--- config.mk ---
export PLATFORM = sky130hd
export DESIGN_NAME = fir_transposed
export DESIGN_NICKNAME = d
export VERILOG_FILES = /design/src/rtl/fir_pkg.sv /design/src/rtl/fir_tap_mult.sv /design/src/rtl/fir_sum_stage.sv /design/src/rtl/fir_valid_track.sv /design/src/rtl/fir_transposed.sv
export SDC_FILE = /design/constraint.sdc
export NUM_CORES = 1
export LEC_CHECK = 0
export CORE_MARGIN = 2
export CORE_UTILIZATION = 70
export DETAILED_ROUTE_END_ITERATION = 10
export GPL_ROUTABILITY_DRIVEN = 0
export PLACE_DENSITY_LB_ADDON = 0.2
export SYNTH_ARGS = -nofsm -noshare
export SYNTH_HDL_FRONTEND = slang
export SYNTH_SLANG_ARGS = --single-unit
--- constraint.sdc ---
create_clock -name clk -period 23.3 [get_ports clk]
set_input_delay 6.99 -clock clk [delete_from_list [all_inputs] [get_ports clk]]
set_output_delay 6.99 -clock clk [all_outputs]
set_load 0.05 [all_outputs]
--- src/rtl/fir_pkg.sv ---
package fir_pkg;
  // Accumulator width that can hold the sum of taps products without wrap.
  function automatic int fir_acc_width(input int xw, input int cw, input int taps);
    return xw + cw + $clog2(taps);
  endfunction
endpackage

--- src/rtl/fir_tap_mult.sv ---
module fir_tap_mult #(
  parameter int XW = 16,
  parameter int CW = 16,
  parameter logic signed [CW-1:0] COEF = '0,
  localparam int PW = XW + CW
) (
  input  logic signed [XW-1:0] sample,
  output logic signed [PW-1:0] product
);
  function automatic logic signed [PW-1:0] smul(input logic signed [XW-1:0] a,
                                                input logic signed [CW-1:0] b);
    return a * b;
  endfunction

  assign product = smul(sample, COEF);
endmodule

--- src/rtl/fir_sum_stage.sv ---
module fir_sum_stage #(
  parameter int PW = 32,
  parameter int AW = 35
) (
  input  logic                 clk,
  input  logic                 rst,
  input  logic                 en,
  input  logic signed [PW-1:0] product,
  input  logic signed [AW-1:0] upstream,
  output logic signed [AW-1:0] acc
);
  // Add with one guard bit so that a wrap becomes visible as a named event.
  function automatic logic [AW:0] add_guard(input logic signed [PW-1:0] p,
                                            input logic signed [AW-1:0] u);
    logic [AW:0] pe;
    logic [AW:0] ue;
    pe = {{(AW + 1 - PW){p[PW-1]}}, p};
    ue = {u[AW-1], u};
    return pe + ue;
  endfunction

  logic [AW:0] sum_g;
  logic        sum_wrap;

  assign sum_g    = add_guard(product, upstream);
  assign sum_wrap = sum_g[AW] != sum_g[AW-1];

  always_ff @(posedge clk) begin
    if (rst)     acc <= '0;
    else if (en) acc <= sum_g[AW-1:0];
  end

  // an accepted sum never leaves the accumulator range
  a_r3_no_overflow: assert property (@(posedge clk) disable iff (rst)
    en |-> !sum_wrap);

  // the stage holds when no sample is accepted
  a_r4_stage_hold: assert property (@(posedge clk) disable iff (rst)
    !en |=> $stable(acc));
endmodule

--- src/rtl/fir_valid_track.sv ---
module fir_valid_track (
  input  logic clk,
  input  logic rst,
  input  logic in_valid,
  output logic out_valid
);
  always_ff @(posedge clk) begin
    if (rst) out_valid <= 1'b0;
    else     out_valid <= in_valid;
  end

  // strobe follows the accepted sample by one cycle
  a_r2_valid_follows: assert property (@(posedge clk) disable iff (rst)
    in_valid |=> out_valid);
  a_r2_no_spurious_valid: assert property (@(posedge clk) disable iff (rst)
    !in_valid |=> !out_valid);
endmodule

--- src/rtl/fir_transposed.sv ---
module fir_transposed import fir_pkg::*; #(
  parameter int TAPS = 8,
  parameter int XW   = 16,
  parameter int CW   = 16,
  parameter logic signed [CW-1:0] COEFS [TAPS] = '{
    16'sd120, -16'sd340, 16'sd1500, 16'sd4000,
    16'sd4000, 16'sd1500, -16'sd340, 16'sd120},
  localparam int AW = fir_acc_width(XW, CW, TAPS)
) (
  input  logic                 clk,
  input  logic                 rst,
  input  logic                 in_valid,
  input  logic signed [XW-1:0] in_sample,
  output logic                 out_valid,
  output logic signed [AW-1:0] out_data
);
  localparam int PW = XW + CW;

  logic signed [PW-1:0] tap_prod [TAPS];
  logic signed [AW-1:0] part     [TAPS + 1];

  assign part[TAPS] = '0;

  for (genvar k = 0; k < TAPS; k++) begin : g_tap
    fir_tap_mult #(.XW(XW), .CW(CW), .COEF(COEFS[k])) u_mult (
      .sample  (in_sample),
      .product (tap_prod[k])
    );

    fir_sum_stage #(.PW(PW), .AW(AW)) u_stage (
      .clk      (clk),
      .rst      (rst),
      .en       (in_valid),
      .product  (tap_prod[k]),
      .upstream (part[k + 1]),
      .acc      (part[k])
    );
  end

  fir_valid_track u_valid (
    .clk       (clk),
    .rst       (rst),
    .in_valid  (in_valid),
    .out_valid (out_valid)
  );

  assign out_data = part[0];

  // reset leaves a cleared output and a low strobe
  a_r5_reset_clears: assert property (@(posedge clk)
    rst |=> (out_data == '0 && !out_valid));

  // output data is frozen across a cycle without a sample
  a_r4_out_hold: assert property (@(posedge clk) disable iff (rst)
    !in_valid |=> $stable(out_data));
endmodule

==> results of run 1 <==
[state kept, by name, indices dropped and copies added (netlist names)]
signal	flops
u_valid.out_valid	1
g_tap.u_stage.acc	237
[layer usage]
layer / vias up / global-route usage (%) / routed length [um]
li1: 10892 / - / -
met1: 11128 / 45.4 / 29500
met2: 1007 / 60.1 / 33900
met3: 235 / 4.30 / 6100
met4: 0 / 13.9 / 2920
met5: - / 0 / 0
[final cells by class]
class	count	area, sq um	area share, %
Antenna cell	2	5.00	0.0174
Clock buffer	38	744	2.58
Clock inverter	6	91.3	0.317
Inverter	367	1380	4.78
Multi-Input combinational cell	2469	20600	71.5
Sequential cell	238	4760	16.5
Tap cell	511	639	2.22
Timing Repair Buffer	62	596	2.07
[synthesized netlist by cell type (5+ instances only)]
master and number:
nand4_1 13, o21ai_1 7, nor2b_1 28, dfxtp_1 238, nand3_1 42, or3_1 18, a21boi_0 5, mux2i_1 118
a22o_1 15, o21ai_0 142, a221o_1 6, nor2_1 310, a211oi_1 45, buf_1 10, and2_1 7, o31a_1 7
fa_1 195, xor2_1 80, o21a_1 38, o31ai_1 12, nor3_1 58, o21bai_1 34, a21o_1 132, nor4_1 7
nand2_1 175, clkbuf_1 62, a21oi_1 206, o2111ai_1 5, o211ai_1 16, a41oi_1 5, or2_2 10, a211o_1 9
xnor2_1 173, nand2b_1 32, ha_1 387, a31oi_1 22, inv_1 365, and3_1 19, o22ai_1 5
[through the flow]
| stage | area (sq um) | hold slack [ns] | utilization (%) | worst slack, ns | instances |
|---|---|---|---|---|---|
| final | 28800 | 0.454 | 76.2 | 8.44 | 3693 |
| after global routing | 28800 | 0.469 | 76.2 | 7.89 | 3691 |
| after CTS | 28800 | 0.458 | 76.2 | 8.54 | 3691 |
| after detailed placement | 28000 | 0.447 | 74.0 | 8.01 | 3647 |
| after global placement | 28000 | 0.435 | 74.0 | 8.17 | 3647 |
| after floorplan | 27000 | 0.430 | - | 9.66 | 3149 |
[cell families after synthesis]
group,Yosys count
AOI/OAI and AO/OA,776
adders and majority gates,582
xor gates and xnor gates,254
muxes,118
other,1
DFF,238
buffers and inverters,442
and+or+nand+nor,737
[placed cells by master, fill, tap and decap left out, drive strengths merged, types with 39 or more instances in the layout]
cell type,count
a211oi,45
a21o,132
a21oi,208
clkbuf,39
clkdlybuf4s50,49
dfxtp,238
fa,195
ha,387
inv,365
mux2i,118
nand2,175
nand3,42
nor2,310
nor3,60
o21ai,149
xnor2,173
xor2,80
[worst max-delay path, delay by kind of cell]
kind | cells | cell delay, ns
AND/OR/NAND/NOR | 3 | 0.85
adder cells (fa/ha/maj) | 6 | 2.74
AO/OA/AOI/OAI | 14 | 2.89
buffers and inverters | 4 | 1.27
XOR/XNOR | 2 | 0.54
[final timing paths]
check                                         startpoint                        to  slack [ns]  cells after the start
worst max-delay path                        in_sample[1]  g_tap[1].u_stage.acc[34]        8.44                     29
worst min-delay path            g_tap[1].u_stage.acc[33]  g_tap[1].u_stage.acc[33]        0.45                      2
worst max register to register   g_tap[1].u_stage.acc[3]  g_tap[0].u_stage.acc[27]       19.58                     12
worst min register to register  g_tap[1].u_stage.acc[33]  g_tap[1].u_stage.acc[33]        0.45                      2
==> flow_summary_export.csv, run 1 <==
group,metric,value,unit
worst_setup_path,crit_fanout,10,
floorplan,rows,71,
logic_synthesis,synth_compound_area_share,19.0,%
timing,max_slew.worst_pin.slew,0.942,ns
status,status,"finished, final reports clean",
timing,relSlewSlack,37.2,%
detailed_routing,routed_via_density,6.30,
worst_setup_path,crit_type,"input pin to flop",
logic_synthesis,yosysUniqueCellTypes,82,
logic_synthesis,netlist.area_leader.share,17.9,%
worst_setup_path,startpoint_type,"input pin",
worst_setup_path,critPathSlowestCell,"clkdlybuf4s50_1",
floorplan,fp.coreArea,37800,sq um
detailed_routing,drc,0,
floorplan,num_io_pins,55,
logic_synthesis,syn_avg_cell_area,8.59,sq um
logic_synthesis,synth_edf_count,0,
detailed_routing,post_drt_wl_per_cell,19.6,um
clock_network,cts.sinks,238,
global_route,grt_overflow,0,
global_route,grt_max_degree,64,
clock_network,cts_buffer_depth,3,
logic_synthesis,syn_area,27000,sq um
clock_network,cts.clk_slew.worst_paths,0.07,ns
timing,hold_viol_final,0,
worst_hold_path,min_path_type,"flop to flop",
detailed_routing,drt_first_pass_iters,8,
global_route,grt_pass1_wl,115,mm
placement,port_buffers,52,
timing,rsz0062_at_grt,"false",
global_route,grt_usage,35.1,%
timing,finalCritPeriodShare,63.8,%
worst_setup_path,required,23.72,ns
placement,hpwlAfterDp,57.4,mm
logic_synthesis,yosys_warnings,0,
timing,fin_worst_skew,0.0266,ns
detailed_routing,num_vias,23262,
logic_synthesis,synth_top_family_by_area,"adder cells",
clock_network,h-tree-depth,1,
clock_network,postCtsSetupRepairBufs,0,
clock_network,hold_buffers,0,
logic_synthesis,synth_fa_ha_area_share,32.3,%
clock_network,cts_tree,"built",
floorplan,die_area,40200,sq um
logic_synthesis,synth.area.top_cells,"ha_1, dfxtp_1, fa_1, xnor2_1, inv_1",
detailed_routing,postRouteAntennaNets,0,
worst_setup_path,worst_path_largest_cell_delay,0.83,ns
flow_run,cap_violations,0,
floorplan,die_h,201,um
global_route,grt_antenna_before_repair,1,
floorplan,die_w,201,um
clock_network,numCtsBuffers,25,
floorplan,start_util,71.5,%
clock_network,clockRootBuffer,"clkbuf_16",
timing,maxSlewViolCount,0,
clock_network,post_cts_resized,0,
timing,fmax,67.3,MHz
worst_setup_path,cp.arrival,15.28,ns
worst_setup_path,crit_path_end_kind,"flop",
layout,layout-drive-gt1-share,2.64,%
layout,fillers,2764,
layout,syn_to_final_growth,6.65,%
detailed_routing,drtIter0Drc,1992,
logic_synthesis,yosysSeqAreaShare,17.6,%
timing,setup_viol,0,
logic_synthesis,yosys.area.top_type,"ha_1",
logic_synthesis,ys_seq_elements,238,
logic_synthesis,synthXorXnorAreaFrac,8.28,%
global_route,grt_pass1_vias,23159,
logic_synthesis,synthCells,3148,
clock_network,clk_latency,0.53,ns
timing,fin_setup_tns,0,ns
logic_synthesis,synth_async_sr_flop_share,0,%
detailed_routing,routed_wl,72.4,mm
layout,fin_nets,3764,
timing,min_period,14.86,ns
logic_synthesis,synthSimpleGateAreaFrac,12.2,%
logic_synthesis,synth_top_flop_cell,"dfxtp_1",
logic_synthesis,muxShareOfSynthArea,4.37,%
Power of run 1 is left out: the tool's default activity adds up to more than one toggle a clock period on the data nets, which glitch-free logic cannot reach.
==> inputs of run 2 (changes only) <==
--- a/config.mk
+++ b/config.mk
@@ -6,7 +6,7 @@
 export NUM_CORES = 1
 export LEC_CHECK = 0
 export CORE_MARGIN = 2
-export CORE_UTILIZATION = 70
+export CORE_UTILIZATION = 59
 export DETAILED_ROUTE_END_ITERATION = 10
 export GPL_ROUTABILITY_DRIVEN = 0
 export PLACE_DENSITY_LB_ADDON = 0.2
==> constraint.sdc (replaced) <==
create_clock -name clk -period 12.9 [get_ports clk]
set_input_delay 3.87 -clock clk [delete_from_list [all_inputs] [get_ports clk]]
set_output_delay 3.87 -clock clk [all_outputs]
set_load 0.05 [all_outputs]
==> run 2 against run 1 <==
- final area grew 0.87%
- die area up 18%
- final cell count rose by 2.7%
- flip-flop and latch count unchanged
- sequential share of layout area fell by 0.14 points
==> flow_summary_export.csv, run 2 (synthesis gave the netlist of run 1 again) <==
group,metric,value,unit
status,status,"finished, final reports clean",
placement,hpwlAfterDp,57.6,mm
timing,fin_worst_hold_slack,0.450,ns
layout,syn_to_final_growth,7.58,%
clock_network,clockRootBuffer,"clkbuf_16",
floorplan,rows,78,
global_route,grt_pass1_wl,116,mm
global_route,grt_overflow,0,
worst_setup_path,r2r-start,"g_tap[4].u_stage.acc[5]",
floorplan,fp.coreArea,45300,sq um
timing,setup_viol,0,
clock_network,cts.sinks,238,
floorplan,die_h,218,um
layout,mostFrequentLayoutCell,"ha_1",
layout,fillers,3773,
clock_network,postCtsSetupRepairBufs,0,
worst_setup_path,reg2reg_depth,13,
global_route,grt_pass1_vias,22791,
worst_hold_path,min-delay-start,"g_tap[0].u_stage.acc[27]",
worst_setup_path,critPathSlowestCell,"clkdlybuf4s50_1",
detailed_routing,drc,0,
detailed_routing,num_vias,22676,
floorplan,die_w,218,um
detailed_routing,drtIter0Drc,1566,
detailed_routing,postRouteAntennaNets,0,
global_route,grt_antenna_before_repair,2,
clock_network,cts_tree,"built",
timing,min_period,11.69,ns
timing,relSlewSlack,34.7,%
worst_setup_path,crit_type,"input pin to flop",
flow_run,cap_violations,0,
layout,layout-drive-gt1-share,3.10,%
worst_setup_path,required,13.31,ns
timing,fin_worst_skew,0.0239,ns
clock_network,post_cts_resized,0,
worst_hold_path,whs_path_depth,2,
detailed_routing,routed_wl,72.0,mm
worst_setup_path,rrSetupSlack,9.09,ns
worst_setup_path,path_delay_family,"adder cells",
layout,top_register,"g_tap.u_stage.acc",
worst_setup_path,crit_fanout,12,
timing,finalCritPeriodShare,90.6,%
timing,fmax,85.5,MHz
floorplan,die_area,47600,sq um
placement,port_buffers,52,
timing,max_slew.worst_pin.slew,0.973,ns
worst_setup_path,cp.arrival,12.10,ns
detailed_routing,drt_first_pass_iters,5,
worst_setup_path,startpoint_type,"input pin",
layout,final_cell_mix,"ha_1, inv_1, nor2_1, dfxtp_1, a21oi_1",
clock_network,hold_buffers,0,
timing,rsz0062_at_grt,"false",
clock_network,numCtsBuffers,25,
worst_hold_path,hold_path_end,"g_tap[0].u_stage.acc[27]",
layout,fin_nets,3776,
global_route,grt_usage,30.5,%
clock_network,cts_buffer_depth,3,
clock_network,clk_latency,0.55,ns
floorplan,start_util,59.7,%
timing,hold_viol_final,0,
layout,largest_reg_flops,237,
worst_setup_path,rr_endpoint,"g_tap[3].u_stage.acc[31]",
clock_network,cts.clk_slew.worst_paths,0.06,ns
detailed_routing,post_drt_wl_per_cell,19.0,um
timing,fin_setup_tns,0,ns
timing,maxSlewViolCount,0,
worst_setup_path,worst_path_largest_cell_delay,0.82,ns
worst_hold_path,min_path_type,"flop to flop",
detailed_routing,routed_via_density,5.98,
worst_setup_path,path_buf_inv,5,
worst_setup_path,crit_path_end_kind,"flop",
global_route,grt_max_degree,85,
floorplan,num_io_pins,55,
layout,largestRegisters,"g_tap.u_stage.acc (237), u_valid.out_valid (1)",
clock_network,h-tree-depth,1,
run 2: cell types whose count changed in the layout (fill, tap and decap cells not counted):
cell and delta:
buf_4 +12, bufinv_16 +2, clkbuf_1 -4, clkbuf_8 +1
clkinv_8 -1, clkinvlp_4 +1
run 2: layer usage:
metal	global-route usage (%)	wire length [um]
met4	10.7	2520
met5	0	17
met3	2.96	4360
met1	40.8	32100
met2	51.3	33000
run 2: per-stage QoR:
stage          instances  worst slack, ns  util (%)  cell area (sq um)
5_1_grt             3791            0.687      64.2              29100
3_5_place_dp        3748            0.659      62.3              28200
6_report            3793             1.21      64.2              29100
3_3_place_gp        3748            0.847      62.3              28200
2_1_floorplan       3149             2.38         -              27000
4_1_cts             3791             1.24      64.2              29100
run 2: worst max path at each step:
stage | startpoint | cells past startpoint | to | slack, ns
3_3_place_gp | in_sample[6] | 30 | g_tap[2].u_stage.acc[31] | 0.85
4_1_cts | in_sample[6] | 30 | g_tap[2].u_stage.acc[31] | 1.24
2_1_floorplan | in_sample[8] | 29 | g_tap[2].u_stage.acc[34] | 2.38
3_5_place_dp | in_sample[6] | 30 | g_tap[2].u_stage.acc[31] | 0.66
6_report | in_sample[6] | 30 | g_tap[2].u_stage.acc[31] | 1.21
5_1_grt | in_sample[6] | 30 | g_tap[2].u_stage.acc[31] | 0.69
run 2: worst reg2reg max path: cells and delay by family (launching register included):
family	cells	cell delay, ns
AO/OA/AOI/OAI	8	2.36
adder cells (fa/ha/maj)	2	0.60
flip-flops	1	0.34
AND/OR/NAND/NOR	1	0.20
XOR/XNOR	1	0.11
buffers and inverters	1	0.06
run 2: area by class of cell:
cell class	count	area, sq um	area share (%)
multi-input combinational	2469	20600	70.9
sequential	238	4760	16.4
inverter	367	1380	4.74
tap	600	751	2.58
clock buffer	35	743	2.55
timing repair buffer	74	686	2.36
clock inverter	8	143	0.490
antenna	2	5.00	0.0172
Power of run 2 is left out for the same reason.
